## config.mk

```make
export PLATFORM = sky130hd
export DESIGN_NAME = acc_alu
export DESIGN_NICKNAME = d
export VERILOG_FILES = /design/src/rtl/acc_alu_pkg.sv /design/src/rtl/acc_alu_adder.sv /design/src/rtl/acc_alu_logic.sv /design/src/rtl/acc_alu_cond.sv /design/src/rtl/acc_alu.sv
export SDC_FILE = /design/constraint.sdc
export NUM_CORES = 1
export LEC_CHECK = 0
export BUFFER_PORTS_ARGS = -buffer_cell sky130_fd_sc_hd__buf_4
export CORE_ASPECT_RATIO = 1.5
export CORE_UTILIZATION = 40
export CTS_CLUSTER_SIZE = 30
export DETAILED_ROUTE_END_ITERATION = 16
export PLACE_DENSITY = 0.64
export SYNTH_ARGS = -nofsm -noshare
export SYNTH_HDL_FRONTEND = slang
export SYNTH_SLANG_ARGS = --single-unit
```

## constraint.sdc

```tcl
create_clock -name clk -period 12.9 [get_ports clk]
set_clock_uncertainty 0.05 [all_clocks]
set_input_delay 1.29 -clock clk [delete_from_list [all_inputs] [get_ports clk]]
set_output_delay 1.29 -clock clk [all_outputs]
set_load 0.05 [all_outputs]
```

## src/rtl/acc_alu_pkg.sv

```systemverilog
package acc_alu_pkg;
    typedef enum logic [4:0] {
        OP_ADDB = 5'd0,  OP_ADDW = 5'd1,  OP_CMPB = 5'd2,  OP_CMPW = 5'd3,
        OP_ANDB = 5'd4,  OP_ANDW = 5'd5,  OP_LDB  = 5'd6,  OP_LDW  = 5'd7,
        OP_INC  = 5'd8,  OP_CMA  = 5'd9,  OP_NEG  = 5'd10, OP_CLA  = 5'd11,
        OP_PLS1 = 5'd12, OP_MIN1 = 5'd13, OP_ROR  = 5'd14, OP_ROL  = 5'd15,
        OP_CML  = 5'd16, OP_CLRF = 5'd17, OP_JTST = 5'd18
    } op_e;

    typedef enum logic {
        ST_IDLE = 1'b0,
        ST_SHOW = 1'b1
    } st_e;

    localparam int FL_L = 0;
    localparam int FL_N = 1;
    localparam int FL_Z = 2;
    localparam int FL_F = 3;
    localparam int FLAG_W = 4;
    localparam int MASK_W = 3;
endpackage

```

## src/rtl/acc_alu_adder.sv

```systemverilog
module acc_alu_adder
    import acc_alu_pkg::*;
#(
    parameter int DATA_W = 16
) (
    input  op_e               op,
    input  logic [DATA_W-1:0] acc,
    input  logic [DATA_W-1:0] opnd,
    output logic [DATA_W-1:0] sum,
    output logic              carry
);
    localparam int BYTE_W = DATA_W / 2;

    logic [DATA_W-1:0] ext_b;
    logic [DATA_W-1:0] a_in;
    logic [DATA_W-1:0] b_in;
    logic              c_in;
    logic [DATA_W:0]   full;

    assign ext_b = {{(DATA_W-BYTE_W){opnd[BYTE_W-1]}}, opnd[BYTE_W-1:0]};

    always_comb begin
        a_in = acc;
        b_in = opnd;
        c_in = 1'b0;
        unique case (op)
            OP_ADDB: b_in = ext_b;
            OP_CMPB: begin a_in = ~acc; b_in = ext_b; c_in = 1'b1; end
            OP_CMPW: begin a_in = ~acc; c_in = 1'b1; end
            OP_INC:  begin a_in = opnd; b_in = '0; c_in = 1'b1; end
            default: ;
        endcase
    end

    assign full  = {1'b0, a_in} + {1'b0, b_in} + {{DATA_W{1'b0}}, c_in};
    assign sum   = full[DATA_W-1:0];
    assign carry = full[DATA_W];
endmodule

```

## src/rtl/acc_alu_logic.sv

```systemverilog
module acc_alu_logic
    import acc_alu_pkg::*;
#(
    parameter int DATA_W = 16
) (
    input  op_e               op,
    input  logic [DATA_W-1:0] acc,
    input  logic [DATA_W-1:0] opnd,
    input  logic              link,
    output logic [DATA_W-1:0] res,
    output logic              link_out
);
    localparam int BYTE_W = DATA_W / 2;

    always_comb begin
        res      = '0;
        link_out = link;
        unique case (op)
            OP_ANDB: res = {acc[DATA_W-1:BYTE_W], acc[BYTE_W-1:0] & opnd[BYTE_W-1:0]};
            OP_ANDW: res = acc & opnd;
            OP_LDB:  res = {{(DATA_W-BYTE_W){opnd[BYTE_W-1]}}, opnd[BYTE_W-1:0]};
            OP_LDW:  res = opnd;
            OP_CMA:  begin res = ~acc; link_out = ~link; end
            OP_NEG:  begin res = ~acc + 1'b1; link_out = link ^ (|acc); end
            OP_CLA:  res = '0;
            OP_PLS1: res = {{(DATA_W-1){1'b0}}, 1'b1};
            OP_MIN1: begin res = '1; link_out = ~link; end
            OP_ROR:  begin res = {link, acc[DATA_W-1:1]}; link_out = acc[0]; end
            OP_ROL:  begin res = {acc[DATA_W-2:0], link}; link_out = acc[DATA_W-1]; end
            OP_CML:  link_out = ~link;
            default: ;
        endcase
    end
endmodule

```

## src/rtl/acc_alu_cond.sv

```systemverilog
module acc_alu_cond
    import acc_alu_pkg::*;
(
    input  logic [FLAG_W-1:0] flags,
    input  logic [MASK_W-1:0] mask,
    input  logic              tf,
    output logic              take
);
    logic [MASK_W-1:0] picked;

    assign picked = mask & {flags[FL_Z], flags[FL_N], flags[FL_L]};

    always_comb begin
        if (mask == '0) take = flags[FL_F] ^ tf;
        else if (tf)    take = (picked == '0);
        else            take = (picked != '0);
    end
endmodule

```

## src/rtl/acc_alu.sv

```systemverilog
module acc_alu
    import acc_alu_pkg::*;
#(
    parameter int DATA_W = 16
) (
    input  logic              clk,
    input  logic              rst_n,
    input  logic              op_valid,
    input  logic [4:0]        op_code,
    input  logic [DATA_W-1:0] acc_in,
    input  logic [DATA_W-1:0] opnd_in,
    input  logic [3:0]        flags_in,
    input  logic [2:0]        cond_mask,
    input  logic              cond_tf,
    output logic              res_valid,
    output logic [DATA_W-1:0] res_data,
    output logic              res_we,
    output logic [3:0]        flags_out,
    output logic              jump_take
);
    localparam int BYTE_W = DATA_W / 2;

    op_e               op;
    st_e               state, state_nx;
    logic [DATA_W-1:0] add_sum, log_res, res_c;
    logic              add_c, log_l, take_c, we_c;
    logic [FLAG_W-1:0] fl_c;
    op_e               op_q;
    logic [FLAG_W-1:0] fin_q;

    assign op = op_e'(op_code);

    acc_alu_adder #(.DATA_W(DATA_W)) u_add (
        .op(op), .acc(acc_in), .opnd(opnd_in), .sum(add_sum), .carry(add_c)
    );
    acc_alu_logic #(.DATA_W(DATA_W)) u_log (
        .op(op), .acc(acc_in), .opnd(opnd_in), .link(flags_in[FL_L]),
        .res(log_res), .link_out(log_l)
    );
    acc_alu_cond u_cond (
        .flags(flags_in), .mask(cond_mask), .tf(cond_tf), .take(take_c)
    );

    always_comb begin
        res_c  = log_res;
        fl_c   = flags_in;
        we_c   = 1'b0;
        unique case (op)
            OP_ADDB, OP_ADDW, OP_INC, OP_CMPB, OP_CMPW: begin
                res_c       = add_sum;
                fl_c[FL_L]  = flags_in[FL_L] ^ add_c;
                fl_c[FL_N]  = add_sum[DATA_W-1];
                fl_c[FL_Z]  = (add_sum == '0);
                we_c        = (op != OP_CMPB) && (op != OP_CMPW);
            end
            OP_ANDB: begin
                fl_c[FL_N]  = log_res[BYTE_W-1];
                fl_c[FL_Z]  = (log_res[BYTE_W-1:0] == '0);
                we_c        = 1'b1;
            end
            OP_ANDW, OP_LDB, OP_LDW, OP_CMA, OP_NEG, OP_CLA,
            OP_PLS1, OP_MIN1, OP_ROR, OP_ROL: begin
                fl_c[FL_L]  = log_l;
                fl_c[FL_N]  = log_res[DATA_W-1];
                fl_c[FL_Z]  = (log_res == '0);
                we_c        = 1'b1;
            end
            OP_CML:  fl_c[FL_L] = log_l;
            OP_CLRF: fl_c = '0;
            default: ;
        endcase
    end

    always_comb begin
        state_nx = state;
        unique case (state)
            ST_IDLE: if (op_valid)  state_nx = ST_SHOW;
            ST_SHOW: if (!op_valid) state_nx = ST_IDLE;
            default: state_nx = ST_IDLE;
        endcase
    end

    always_ff @(posedge clk) begin
        if (!rst_n) state <= ST_IDLE;
        else        state <= state_nx;
    end

    always_ff @(posedge clk) begin
        if (!rst_n) begin
            res_data  <= '0;
            res_we    <= 1'b0;
            flags_out <= '0;
            jump_take <= 1'b0;
            op_q      <= OP_CLA;
            fin_q     <= '0;
        end else if (op_valid) begin
            res_data  <= res_c;
            res_we    <= we_c;
            flags_out <= fl_c;
            jump_take <= (op == OP_JTST) && take_c;
            op_q      <= op;
            fin_q     <= flags_in;
        end else begin
            res_we    <= 1'b0;
            jump_take <= 1'b0;
        end
    end

    assign res_valid = (state == ST_SHOW);
endmodule

```

Word-level counts from Yosys, hierarchy flattened

Index checks and enable logic that the tools add are counted.

$add $sub $neg: 3
Equal/unequal tests: 20
Muxes and demuxes: 13
Bitwise gates (word level): 8
Reductions and logical operators: 19

Operators with widths:

| operator                                               | number |
|---|---|
| one-hot mux 16 bit (10 select lines)                   | 1 |
| one-hot mux 16 bit (2 select lines)                    | 2 |
| == test 5 x 4 -> 1 bit (second input constant)         | 8 |
| logical NOT 16 bit                                     | 2 |
| OR reduction 11 bit                                    | 2 |
| == test 5 x 3 -> 1 bit (second input constant)         | 4 |
| adder 16 x 16 -> 17 bit                                | 1 |
| adder 17 x 1 -> 17 bit                                 | 1 |
| adder 16 x 1 -> 16 bit (second input constant)         | 1 |
| bitwise AND 16 bit                                     | 1 |
| 2-to-1 mux 16 bit                                      | 1 |
| NOT 16 bit                                             | 1 |
| OR reduction 16 bit                                    | 1 |
| == test 5 bit (second input constant)                  | 3 |
| == test 5 x 2 -> 1 bit (second input constant)         | 2 |
| inequality test 5 x 2 -> 1 bit (second input constant) | 2 |
| OR reduction 10 bit                                    | 1 |
| bitwise AND 8 bit                                      | 1 |
| logical NOT 8 bit                                      | 1 |
| one-hot mux 2 bit (4 select lines)                     | 1 |
| logical NOT 3 bit                                      | 2 |
| OR reduction 3 bit                                     | 2 |
| == test 5 x 1 -> 1 bit (second input constant)         | 1 |
| logical NOT 5 bit                                      | 1 |
| other kinds (12)                                       | 20 |

Register bits after elaboration: 23
Bits of input ports: 48
Output and inout bits: 23
Word-level logic and storage cells: 68

Longest topological paths before layout

Word-level depth: 7
Gate-level depth with buffers: 18
Mapped depth without buffers: 15

By module

Synthesis repeated with hierarchy kept, for this count alone.

Cell total of the unflattened synthesis: 551
Area total of the unflattened synthesis: 3,734.8 sq um

Modules (own cells, without submodules):

| module        | times used | cells each | area each (sq um) | seq. area each (sq um) |
|---|---|---|---|---|
| acc_alu       | 1          | 164        | 1,261.2           | 460.4 |
| acc_alu_adder | 1          | 184        | 1,234.9           | 0.0 |
| acc_alu_logic | 1          | 199        | 1,206.2           | 0.0 |
| acc_alu_cond  | 1          | 4          | 32.5              | 0.0 |

Worst setup path before layout

OpenSTA, ideal clock, no wires.

Path type: input to register
From: input port op_code[3]
To: register flags_out[2]
Library setup time: 0.101 ns
Arrival time: 5.403 ns
Data required time: 12.749 ns
Slack: 7.346 ns
Cell stages on the path: 17
Path buffers: 3
Path through: clkbuf_1 -> clkbuf_1 -> nor2_1 -> nand3b_1 -> nor2b_1 -> clkbuf_1 -> inv_1 -> fa_1 -> fa_1 -> a21o_1 -> a2111oi_0 -> o21ba_2 -> nor2b_1 -> o21ai_0 -> a21oi_1 -> or4_1 -> o41ai_1

Word-level cells in the longest chain between the ends: 7
Elaborated cells between the ends (all ways): 32
Those cells by class: add/sub: 2; eq/ne: 16; mux: 5; reduce/logical: 9

RTL lines:

| element                                                     | RTL line                           | RTL |
|---|---|---|
| from (decl)                                                 | acc_alu.sv:9                       | `input logic [4:0] op_code,` |
| == test 5 x 2 -> 1 bit or logical NOT 5 bit (tied branches) | acc_alu_adder.sv:26, acc_alu.sv:48 |  |
| OR reduction 2 bit (no line)                                | --                                 |  |
| one-hot mux 16 bit (2 select lines)                         | acc_alu_adder.sv:26                | `unique case (op)` |
| adder 16 x 16 -> 17 bit                                     | acc_alu_adder.sv:35                | `assign full = {1'b0, a_in} + {1'b0, b_in} + {{DATA_W{1'b0}}, c_in};` |
| adder 17 x 1 -> 17 bit                                      | acc_alu_adder.sv:35                |  |
| logical NOT 16 bit                                          | acc_alu.sv:53                      | `fl_c[FL_Z] = (add_sum == '0);` |
| one-hot mux 2 bit (4 select lines) (*)                      | acc_alu.sv:48                      | `unique case (op)` |
| to (signal assigned)                                        | acc_alu.sv:99                      | `flags_out <= fl_c;` |
| to (decl)                                                   | acc_alu.sv:18                      | `output logic [3:0] flags_out,` |

Every way passes the cells marked *; elsewhere a longest branch is shown, timed or not.
A chain may end at the register's enable or synchronous reset.

Worst setup path in the final report

Ends and elaborated chain as after synthesis.

==> results.md <==
| Item | Value | Unit |
| --- | --- | --- |
| IR Drop Worst-Case VDD | 92.75 | uV |
| Minimum hold slack | 0.4319 | ns |
| Iteration count of the initial detailed-routing pass | 5 | - |
| Sum Neg Setup Slack | 0 | ns |
| Kind of end point of the critical path | flop | - |
| Worst hold path depth | 1 | - |
| Top layer in use | met4 | - |
| Max-slew violation count | 0 | - |
| Clock root cell | clkbuf_16 | - |
| Routability-driven placement congestion ratio | 0.9853 | - |
| Number of fill cells in the layout | 946 | - |
| Total power consumption of the routed design | 0.3090 | mW |
| Result of the run | finished clean | - |
| EDFF count, synth | 0 | - |
| Met2 routed wirelength | 6.461 | mm |
| Leading cell type in the layout, fill and taps excluded | buf_4 | - |
| Worst slew pin tran | 1.122 | ns |
| Area of the multi-input gates | 2888 | sq um |
| RR Endpoint | flags_out[2] | - |
| Cell area after synthesis | 3632 | sq um |
| Endpoints failing setup | 0 | - |
| Synth top area cells | dfxtp_1, nand2_1, ha_1 | - |
| Resized cells post-CTS | 0 | - |
| Drt initial violations | 332 | - |
| Area of all sequential standard cells | 460.4 | sq um |
| Post-Route M1 WL | 5.249 | mm |
| Count of unresolved DRC violations after routing | 0 | - |
| Post-detailed-route via-to-cell ratio | 6.385 | - |
| Relative slew slack | 23.29 | % |
| H-tree level count | 1 | - |
| Net count reported at finish | 617 | - |
| Clock slew seen by the registers of the worst setup and hold paths | 0.05 | ns |
| Slowest CP cell | nor2b_1 | - |
| Count of boundary I/O pins | 71 | - |
| Synthesized area divided by synthesized cell count | 7.012 | sq um |
| Dpl cell area | 4101 | sq um |
| Antenna cell count | 0 | - |
| Clock tree from TritonCTS | done | - |
| Primary FF master, synth | dfxtp_1 | - |
| Maximum buffer depth of the clock tree | 2 | - |
| Routed wirelength normalized by instance count | 19.83 | um |
| First-pass GRT wire length | 20.77 | mm |
| Final core occ | 47.35 | % |
| Core outline area | 8828 | sq um |
| Final Hold Vio Count | 0 | - |
| Estimated wirelength of the detail-placed design | 10.47 | mm |
| Flop and latch count out of synthesis | 23 | - |
| Share of the synthesized area in the top cell type | 12.68 | % |
| Sink count of the clock tree | 23 | - |
| Maximum Capacitance Violations | 0 | - |
| Highest fanout seen on the critical path | 19 | - |
| Die Span Y | 118.7 | um |
| Gate Count Post-Synth | 518 | - |
| Global Route Usage Sum | 28.03 | % |
| Post-DRT Antenna Nets | 0 | - |
| Setup repair after global routing missed its margin | false | - |
| Final min period | 5.904 | ns |
| Met3 Routed Length | 830 | um |
| Worst EP required | 13.00 | ns |
| Largest stage delay, worst path | 0.78 | ns |
| Startpoint type of the worst setup path | input port | - |
| Warning count from the yosys run | 0 | - |
| IO buf count | 70 | - |
| Post-synth ARST share | 0 | % |
| Cell breakdown of the critical path | buf_4, nor2_1, nand3b_1, nor2b_1, inv_1, fa_1, fa_1, a21o_1, a2111oi_0, o21ba_2, nor2b_1, o21ai_0, a21oi_1, or4_1, o41ai_1 | - |
| Worst Setup Path Type | input port to flop | - |
| Share of the yosys chip area belonging to registers | 12.68 | % |
| Hold wc startpoint | res_data[9] | - |
| P_leak | 1.752 | nW |
| Tcrit/Tclk final | 45.77 | % |
| Setup repair bufs after CTS | 0 | - |
| Cell depth of the worst flop-to-flop path | 4 | - |
| CTS Hold Buffers Added | 0 | - |
| Area added between synthesis and finish | 15.09 | % |
| Register-to-Register Setup Slack | 11.85 | ns |
| Skew-Pair Late Insertion Delay | 0.26 | ns |
| Total power per unit cell area | 73.91 | nW/um^2 |
| Hold/Removal Path Class | flop to flop | - |
| Initial antenna violation count | 0 | - |
| Chip Width | 79.81 | um |
| Min-Delay Endpoint | res_data[9] | - |
| Detailed Route WL | 13.09 | mm |
| Vias | 4214 | - |
| Die footprint | 9474 | sq um |
| Largest net degree at the start of global routing | 42 | - |
| Share of cells above drive strength 1 | 17.64 | % |
| Library cell occupying the most area in the post-synthesis netlist | dfxtp_1 | - |
| Max Clock Freq | 169.4 | MHz |
| Post-route cell area | 4180 | sq um |
| Syn nets | 584 | - |
| Netlist cell types | 74 | - |
| Commonest cells after routing, fill and taps aside | buf_4, nand2_1, a21oi_1 | - |
| Total grt overflow | 0 | - |
| Initial cell density of the core | 41.14 | % |
| Launch instance of the worst register-to-register path | flags_out[2] | - |
| Number of CTS-inserted buffers | 3 | - |
| Number of global-route vias before repair | 3933 | - |
| Standard-cell rows | 42 | - |
| Worst Path Arrival | 6.00 | ns |
## logic make-up after synthesis
| family | synth area share (%) |
|---|---|
| AND/OR/NAND/NOR | 30.87 |
| flip-flops | 12.68 |
| XOR/XNOR | 4.341 |
| AO/OA/AOI/OAI | 37.00 |
| buffers and inverters | 8.233 |
| adder cells (fa/ha/maj) | 6.614 |
| multiplexers | 0.2756 |
## worst max-delay path, delay by kind of cell
kind	cells	cell delay, ns
AOI/OAI and AO/OA	6	1.41
adders and majority gates	2	0.94
buffers and inverters	2	0.44
and+or+nand+nor	5	1.93
## synth_stat cells, types with 5 or more instances
library cell,count
o21ai_0,38
inv_1,11
nor3_1,7
a221o_1,16
a21oi_1,39
and3_1,7
nor4_1,6
buf_6,5
xor2_1,9
or2_2,5
a22oi_1,6
nor2_1,38
a2111oi_0,5
xnor2_1,9
nand3_1,24
clkbuf_1,35
nand2b_1,6
o211ai_1,8
a211oi_1,6
a31oi_1,10
a21o_1,8
nor2b_1,13
nand2_1,57
ha_1,16
and2_1,7
o21a_1,5
nand4_1,12
dfxtp_1,23
## state kept, by name, indices dropped and copies added, names as in the netlist
signal / count
res_data: 16
res_we: 1
flags_out: 4
jump_take: 1
res_valid: 1
## report_power, final
part	switching (mW)	internal [mW]
sequential	0.00234	0.0761
combinational	0.102	0.0628
clock	0.0240	0.0422
## worst max-delay path by stage
stage | from | end | slack [ns] | cells past startpoint
final | op_code[3] | flags_out[2] | 7.00 | 15
after global placement | op_code[3] | flags_out[2] | 6.88 | 15
after detailed placement | op_code[3] | flags_out[2] | 6.73 | 15
after CTS | op_code[3] | flags_out[2] | 7.00 | 15
after global routing | op_code[3] | flags_out[2] | 6.59 | 15
after floorplan | op_code[3] | flags_out[2] | 7.35 | 17
## layout make-up
type | count | share of cell area, %
flip-flops and latches | 23 | 11.01
inverters | 12 | 1.078
well taps | 110 | 3.292
multi-input cells | 435 | 69.08
clock buffers | 4 | 1.886
repair buffers | 76 | 13.65
## routing by layer
metal	vias to the layer above	GRT usage, %
met5	-	0
met4	0	12.72
met3	35	1.544
met2	208	48.08
met1	1934	35.18
li1	2037	-
## through the flow
| step | instances | setup slack (ns) |
|---|---|---|
| 2_1_floorplan | 518 | 7.346 |
| 3_3_place_gp | 656 | 6.876 |
| 3_5_place_dp | 656 | 6.735 |
| 4_1_cts | 660 | 7.001 |
| 5_1_grt | 660 | 6.586 |
| 6_report | 660 | 6.996 |
Note: power is estimated with default switching activity, not from simulation.
